[src/rtl/pbus_pkg.sv]
package pbus_pkg;

  typedef enum logic [2:0] {
    WIN_NONE,
    WIN_REGS,
    WIN_UART_A,
    WIN_UART_B,
    WIN_ENET_IO,
    WIN_ENET_MEM,
    WIN_ENET_DMA,
    WIN_SYNTH
  } pbus_win_e;

  // Active-high internal control bundle; inverted at the pins where needed.
  typedef struct packed {
    logic ior;
    logic iow;
    logic memr;
    logic memw;
    logic dmack;
    logic aen;
    logic enet_cs;
    logic uart_a_cs;
    logic uart_b_cs;
    logic synth_cs;
    logic reg_sel;
    logic narrow_wr;
    logic narrow_rd;
  } pbus_ctl_t;

endpackage

[src/rtl/pbus_win_decode.sv]
module pbus_win_decode
  import pbus_pkg::*;
#(
  parameter int ADDR_W        = 26,
  parameter int REG_BASE      = 32'h0_0000,
  parameter int REG_SPAN_LG   = 16,
  parameter int UART_A_BASE   = 32'h1_0000,
  parameter int UART_B_BASE   = 32'h1_0010,
  parameter int UART_SPAN_LG  = 4,
  parameter int ENET_IO_BASE  = 32'h2_0000,
  parameter int ENET_MEM_BASE = 32'h2_1000,
  parameter int ENET_DMA_BASE = 32'h2_2000,
  parameter int ENET_SPAN_LG  = 12,
  parameter int SYNTH_BASE    = 32'h3_0000,
  parameter int SYNTH_SPAN_LG = 4
) (
  input  logic [ADDR_W-1:0] addr,
  output pbus_win_e         win
);

  localparam logic [ADDR_W-1:0] ONE       = ADDR_W'(1);
  localparam logic [ADDR_W-1:0] REG_MASK  = ~((ONE << REG_SPAN_LG) - ONE);
  localparam logic [ADDR_W-1:0] UART_MASK = ~((ONE << UART_SPAN_LG) - ONE);
  localparam logic [ADDR_W-1:0] ENET_MASK = ~((ONE << ENET_SPAN_LG) - ONE);
  localparam logic [ADDR_W-1:0] SYN_MASK  = ~((ONE << SYNTH_SPAN_LG) - ONE);

  logic hit_reg, hit_ua, hit_ub, hit_eio, hit_emem, hit_edma, hit_syn;

  assign hit_reg  = (addr & REG_MASK)  == ADDR_W'(REG_BASE);
  assign hit_ua   = (addr & UART_MASK) == ADDR_W'(UART_A_BASE);
  assign hit_ub   = (addr & UART_MASK) == ADDR_W'(UART_B_BASE);
  assign hit_eio  = (addr & ENET_MASK) == ADDR_W'(ENET_IO_BASE);
  assign hit_emem = (addr & ENET_MASK) == ADDR_W'(ENET_MEM_BASE);
  assign hit_edma = (addr & ENET_MASK) == ADDR_W'(ENET_DMA_BASE);
  assign hit_syn  = (addr & SYN_MASK)  == ADDR_W'(SYNTH_BASE);

  always_comb begin
    win = WIN_NONE;
    if      (hit_reg)  win = WIN_REGS;
    else if (hit_ua)   win = WIN_UART_A;
    else if (hit_ub)   win = WIN_UART_B;
    else if (hit_eio)  win = WIN_ENET_IO;
    else if (hit_emem) win = WIN_ENET_MEM;
    else if (hit_edma) win = WIN_ENET_DMA;
    else if (hit_syn)  win = WIN_SYNTH;
  end

endmodule

[src/rtl/pbus_strobe_gen.sv]
module pbus_strobe_gen
  import pbus_pkg::*;
(
  input  logic      sel,
  input  pbus_win_e win,
  input  logic      rd,
  input  logic      wr,
  input  logic      dma_req,
  output pbus_ctl_t ctl
);

  always_comb begin
    ctl = '0;
    if (sel) begin
      unique case (win)
        WIN_REGS: ctl.reg_sel = 1'b1;
        WIN_UART_A: begin
          ctl.uart_a_cs = 1'b1;
          ctl.ior       = rd;
          ctl.iow       = wr;
          ctl.narrow_rd = rd;
          ctl.narrow_wr = wr;
        end
        WIN_UART_B: begin
          ctl.uart_b_cs = 1'b1;
          ctl.ior       = rd;
          ctl.iow       = wr;
          ctl.narrow_rd = rd;
          ctl.narrow_wr = wr;
        end
        WIN_SYNTH: begin
          ctl.synth_cs  = 1'b1;
          ctl.ior       = rd;
          ctl.iow       = wr;
          ctl.narrow_rd = rd;
          ctl.narrow_wr = wr;
        end
        WIN_ENET_IO: begin
          ctl.enet_cs = 1'b1;
          ctl.ior     = rd;
          ctl.iow     = wr;
        end
        WIN_ENET_MEM: begin
          ctl.enet_cs = 1'b1;
          ctl.memr    = rd;
          ctl.memw    = wr;
        end
        WIN_ENET_DMA: begin
          ctl.dmack = rd & dma_req;
          ctl.ior   = rd & dma_req;
          ctl.aen   = rd & dma_req;
        end
        default: ctl = '0;
      endcase
    end
  end

endmodule

[src/rtl/pbus_lane_steer.sv]
module pbus_lane_steer #(
  parameter int DATA_W  = 16,
  parameter int PDATA_W = 8
) (
  input  logic [DATA_W/PDATA_W-1:0] be_n,
  input  logic [DATA_W-1:0]         cpu_wdata,
  input  logic [PDATA_W-1:0]        per_rdata,
  output logic [PDATA_W-1:0]        per_wdata,
  output logic [DATA_W-1:0]         cpu_rdata
);

  localparam int NUM_LANES = DATA_W / PDATA_W;
  localparam int LANE_W    = (NUM_LANES > 1) ? $clog2(NUM_LANES) : 1;

  logic [LANE_W-1:0] lane;

  // Lowest active byte enable wins; with none active the top lane is used.
  always_comb begin
    lane = LANE_W'(NUM_LANES - 1);
    for (int i = NUM_LANES - 1; i >= 0; i--) begin
      if (!be_n[i]) lane = LANE_W'(i);
    end
  end

  assign per_wdata = cpu_wdata[lane*PDATA_W +: PDATA_W];

  for (genvar g = 0; g < NUM_LANES; g++) begin : g_rlane
    assign cpu_rdata[g*PDATA_W +: PDATA_W] =
      (lane == LANE_W'(g)) ? per_rdata : '0;
  end

endmodule

[src/rtl/pbus_bridge.sv]
module pbus_bridge
  import pbus_pkg::*;
#(
  parameter int ADDR_W  = 26,
  parameter int DATA_W  = 16,
  parameter int PDATA_W = 8,
  parameter int PADDR_W = 3
) (
  input  logic                       clk,
  input  logic                       rst,
  input  logic [ADDR_W-1:0]          cpu_addr,
  input  logic [DATA_W-1:0]          cpu_wdata,
  input  logic                       cpu_cs_n,
  input  logic [DATA_W/PDATA_W-1:0]  cpu_be_n,
  input  logic                       cpu_oe_n,
  input  logic                       cpu_rw_n,
  output logic [DATA_W-1:0]          cpu_rdata,
  output logic                       cpu_rdata_oe,
  output logic                       cpu_dmareq,
  output logic [PADDR_W-1:0]         per_addr,
  output logic [PDATA_W-1:0]         per_wdata,
  output logic                       per_wdata_oe,
  input  logic [PDATA_W-1:0]         per_rdata,
  output logic                       per_ior_n,
  output logic                       per_iow_n,
  output logic                       per_memr_n,
  output logic                       per_memw_n,
  output logic                       per_aen,
  input  logic                       enet_dmareq,
  output logic                       enet_dmack_n,
  output logic                       enet_cs_n,
  output logic                       uart_a_cs_n,
  output logic                       uart_b_cs_n,
  output logic                       synth_cs,
  output logic                       reg_sel
);

  localparam int NUM_LANES = DATA_W / PDATA_W;

  pbus_win_e          win;
  pbus_ctl_t          ctl_d, ctl_q;
  logic               rd, wr;
  logic [PDATA_W-1:0] pw_d;
  logic [DATA_W-1:0]  rlane_d;
  logic [DATA_W-1:0]  rdata_q;
  logic [PADDR_W-1:0] paddr_q;
  logic [PDATA_W-1:0] pw_q;
  logic               req_q;

  assign rd = cpu_rw_n & ~cpu_oe_n;
  assign wr = ~cpu_rw_n & (cpu_be_n != {NUM_LANES{1'b1}});

  pbus_win_decode #(.ADDR_W(ADDR_W)) u_dec (
    .addr (cpu_addr),
    .win  (win)
  );

  pbus_strobe_gen u_stb (
    .sel     (~cpu_cs_n),
    .win     (win),
    .rd      (rd),
    .wr      (wr),
    .dma_req (enet_dmareq),
    .ctl     (ctl_d)
  );

  pbus_lane_steer #(.DATA_W(DATA_W), .PDATA_W(PDATA_W)) u_lane (
    .be_n      (cpu_be_n),
    .cpu_wdata (cpu_wdata),
    .per_rdata (per_rdata),
    .per_wdata (pw_d),
    .cpu_rdata (rlane_d)
  );

  always_ff @(posedge clk) begin
    if (rst) begin
      ctl_q   <= '0;
      rdata_q <= '0;
      paddr_q <= '0;
      pw_q    <= '0;
      req_q   <= 1'b0;
    end else begin
      ctl_q   <= ctl_d;
      rdata_q <= ctl_d.narrow_rd ? rlane_d : '0;
      paddr_q <= cpu_addr[PADDR_W:1];
      pw_q    <= pw_d;
      req_q   <= enet_dmareq;
    end
  end

  assign cpu_rdata    = rdata_q;
  assign cpu_rdata_oe = ctl_q.narrow_rd;
  assign cpu_dmareq   = req_q;
  assign per_addr     = paddr_q;
  assign per_wdata    = pw_q;
  assign per_wdata_oe = ctl_q.narrow_wr;
  assign per_ior_n    = ~ctl_q.ior;
  assign per_iow_n    = ~ctl_q.iow;
  assign per_memr_n   = ~ctl_q.memr;
  assign per_memw_n   = ~ctl_q.memw;
  assign per_aen      = ctl_q.aen;
  assign enet_dmack_n = ~ctl_q.dmack;
  assign enet_cs_n    = ~ctl_q.enet_cs;
  assign uart_a_cs_n  = ~ctl_q.uart_a_cs;
  assign uart_b_cs_n  = ~ctl_q.uart_b_cs;
  assign synth_cs     = ctl_q.synth_cs;
  assign reg_sel      = ctl_q.reg_sel;

endmodule

[config.mk]
export PLATFORM = sky130hd
export DESIGN_NAME = pbus_bridge
export DESIGN_NICKNAME = d
export VERILOG_FILES = /design/src/rtl/pbus_pkg.sv /design/src/rtl/pbus_win_decode.sv /design/src/rtl/pbus_strobe_gen.sv /design/src/rtl/pbus_lane_steer.sv /design/src/rtl/pbus_bridge.sv
export SDC_FILE = /design/constraint.sdc
export NUM_CORES = 1
export LEC_CHECK = 0
export BUFFER_PORTS_ARGS = -buffer_cell sky130_fd_sc_hd__clkbuf_2
export CORE_MARGIN = 1.5
export CORE_UTILIZATION = 40
export CTS_BUF_LIST = sky130_fd_sc_hd__clkbuf_2 sky130_fd_sc_hd__clkbuf_4 sky130_fd_sc_hd__clkbuf_8
export DETAILED_ROUTE_END_ITERATION = 8
export PLACE_DENSITY_LB_ADDON = 0.15
export SYNTH_ARGS = -nofsm -noshare
export SYNTH_HDL_FRONTEND = slang
export SYNTH_HIERARCHICAL = 1
export SYNTH_SLANG_ARGS = --single-unit
[constraint.sdc]
create_clock -name clk -period 3.8 [get_ports clk]
set_clock_uncertainty 0.2 [all_clocks]
set_input_delay 1.14 -clock clk [delete_from_list [all_inputs] [get_ports clk]]
set_output_delay 1.14 -clock clk [all_outputs]
set_load 0.1 [all_outputs]
==> qor_table.md <==
| Quantity | Reported | Unit |
|:---|:---|:---|
| Maximum ir drop on the vdd rail | 142 | uV |
| Total Routing Usage GR | 15.1 | % |
| Storage element area | 821 | um2 |
| P_sw | 221 | uW |
| Area of all placed cells without fillers | 0.00233 | mm2 |
| DR DRC count | 0 | - |
| Total of fill cells in the finished design | 393 | - |
| Horiz. Die Dim | 69.2 | um |
| Average detailed-routed wire length per instance | 10.7 | um |
| Accumulated negative setup slack | 0 | ns |
| Nets@finish | 333 | - |
| Leading cell types in the layout, fill and taps excluded | clkbuf_2 (97), dfxtp_1 (41), nor2b_1 (29) | - |
| Share of the core filled with cells in the final layout | 56.5 | % |
| Synth-to-layout area growth | 32.5 | % |
| Maximum level of the CTS H-tree | 2 | - |
| Tightest Hold Check Type | in2reg | - |
| Internal power consumption | 605 | uW |
| Count of cell types in the netlist | 34 | - |
| Die area | 0.00479 | mm2 |
| Clock network fraction of total power | 30.0 | % |
| Category of the worst setup path launch point | input pin | - |
| Worst-Margin Slew | 0.853 | ns |
| Number of cell rows | 23 | - |
| Yosys top cell by area | dfxtp_1 | - |
| Pin count of the biggest net entering global routing | 42 | - |
| Count of TritonRoute iterations in the first routing pass | 4 | - |
| Worst Hold Margin | 0.864 | ns |
| Met1 track utilization from global routing | 17.1 | % |
| Top post-synthesis cells by area | dfxtp_1 (47%), nor2b_1 (10%), and3b_1 (8.0%) | - |
| Met2 capacity usage during global routing | 26.4 | % |
| Drt via density | 4.54 | - |
| Count of final setup violators | 0 | - |
| First-pass GRT wire length | 5.87 | mm |
| Area of the multi-input gates | 808 | um2 |
| Number of antenna repair diodes | 0 | - |
| Setup repair after global routing missed its margin | no | - |
| Required time of the critical path | 3.82 | ns |
| GR Layer Usage met3 | 4.80 | % |
| Area inside the core boundary | 0.00412 | mm2 |
| Fraction of power spent switching nets | 26.8 | % |
| Layout cells sized above 1 | 43.1 | % |
| Share of power burned in registers | 53.1 | % |
| Endpoint arrival time on the critical path | 3.27 | ns |
| Summed instance area of the synthesized netlist | 0.00176 | mm2 |
| Quantity of gates resized following cts | 0 | - |
| Initial Util | 42.7 | % |
| GPL Wtd Cong | 0.833 | - |
| Total nets after synthesis | 236 | - |
| Result of the run | finished, final reports clean | - |
| TritonCTS Buffers | 5 | - |
| Number of vias in the routed layout | 1471 | - |
| Sinks on the clock net | 41 | - |
| Iter 0 DRT Violations | 32 | - |
| Most common cell after layout, fill and taps aside | clkbuf_2 | - |
| Number of nets still failing antenna checks after routing | 0 | - |
| Relative contribution of combinational cells to total power | 16.9 | % |
| Number of hold buffers added after CTS | 0 | - |
| Sequential fraction of the synthesis area | 46.8 | % |
| Number of buffers added for setup after CTS | 0 | - |
| Flip-flop and latch count after synthesis | 41 | - |
| Minimum clock period after layout | 3.24 | ns |
| Worst-case clock buffer depth | 2 | - |
| Die height | 69.2 | um |
| Total I/O pin count | 99 | - |
| Count of endpoints failing hold in the final timing report | 0 | - |
| Most heavily used metal layer in global routing | met2 | - |
| Max-cap check violation count | 0 | - |
| Initial antenna violation count | 0 | - |
| Final Routed Wirelength | 3.47 | mm |
| Mean post-synth cell area | 9.86 | um2 |
| Type of the worst setup path | in2reg | - |
| Leakage Power | 0.00119 | uW |
| Max-Slew Margin vs Limit | 42.9 | % |
| DP Wirelength | 2.64 | mm |
| Yosys warnings | 6 | - |
| Cell Area, Placed | 0.00225 | mm2 |
| Fmax achieved | 308 | MHz |
| Total congestion overflow | 0 | - |
| Clock transition at the register clock pins on the worst setup and hold paths after CTS | 0.07 | ns |
| Top cell type's share of synthesized area | 46.8 | % |
| Largest fanout on the critical path | 17 | - |
| Power density over the cells | 355 | mW/mm2 |
| Clock tree from TritonCTS | done | - |
| Count of input and output buffers | 97 | - |
| Vias in the first global route | 1413 | - |
| Count of pins over their slew limit | 0 | - |
| Cells after Synth | 178 | - |
| Portion of the clock cycle consumed by the worst path in the final layout | 85.3 | % |
| Cell at the root of the clock tree | clkbuf_8 | - |
| Sort of element at the end of the critical path | flop | - |
[metrics by stage]
step                setup WS (ns)  total power [uW]  instances
floorplan                   0.564               547        178
global placement            0.316               588        318
detailed placement          0.263               589        318
CTS                         0.580               840        324
global route                0.257               869        324
finish                      0.558               827        324
[flip-flops by register name (all words and copies together), names as in the netlist]
| name | flops |
|---|---|
| per_aen | 1 |
| per_addr | 3 |
| per_wdata | 8 |
| cpu_dmareq | 1 |
| cpu_rdata | 16 |
| synth_cs | 1 |
| ctl_q | 8 |
| per_wdata_oe | 1 |
| reg_sel | 1 |
| cpu_rdata_oe | 1 |
[power groups by stage]
stage | Clock, uW | Combinational [uW] | Sequential [uW]
global placement | 0 | 139 | 449
CTS | 260 | 141 | 439
global route | 281 | 148 | 440
floorplan | 0 | 40.2 | 507
finish | 248 | 139 | 439
detailed placement | 0 | 140 | 449
[cells by family after synthesis]
group	count (synthesis)	share of synthesized area, %
AND/OR/NAND/NOR	96	36.4
AO/OA/AOI/OAI	8	3.21
multiplexers	8	5.99
flip-flops	41	46.8
XOR/XNOR	1	0.499
buffers and inverters	24	7.20
[Yosys cell counts, drive strengths merged]
| master | n |
|---|---|
| a31oi | 1 |
| and3b | 16 |
| and3 | 1 |
| nand2b | 1 |
| or3 | 1 |
| inv | 14 |
| mux2 | 8 |
| nor4 | 4 |
| nor3 | 4 |
| a211oi | 2 |
| buf | 10 |
| or4 | 1 |
| nor2b | 30 |
| nor3b | 1 |
| o21ai | 1 |
| o21a | 1 |
| and2b | 6 |
| a41o | 1 |
| xnor2 | 1 |
| nor4b | 2 |
| nor2 | 8 |
| nand3 | 1 |
| a21oi | 1 |
| dfxtp | 41 |
| nand2 | 10 |
| and2 | 8 |
| nand4 | 2 |
| a21boi | 1 |
[worst max-delay path, cell delays in order]
cell and delay, ns:
clkbuf_2 0.10, nor4_4 0.34, nand4_1 0.19, nor4b_1 0.26
or3_1 0.17, o21ai_0 0.13, nor2_1 0.67, and3b_1 0.27
[per-layer routing]
layer | vias to the layer above | wire (um) | part of all wire [%]
met3 | 3 | 276 | 8.0
met5 | - | 0 | 0
met4 | 0 | 28 | 0.81
met1 | 623 | 1490 | 43
li1 | 771 | - | -
met2 | 74 | 1670 | 48
[layout make-up]
class	count	area share [%]
tap	50	2.69
clock buffer	5	2.96
inverter	14	2.26
multi-input combinational	113	34.7
clock inverter	1	0.215
timing repair buffer	100	21.8
sequential	41	35.3
[worst paths after layout]
path,startpoint,to,slack [ns],cells after the start
setup / recovery,cpu_addr[25],cpu_rdata[13]$_SDFF_PP0_,0.56,8
hold / removal,cpu_addr[2],per_addr[1]$_SDFF_PP0_,0.86,2
No activity file was read; power rests on OpenSTA's default activity.
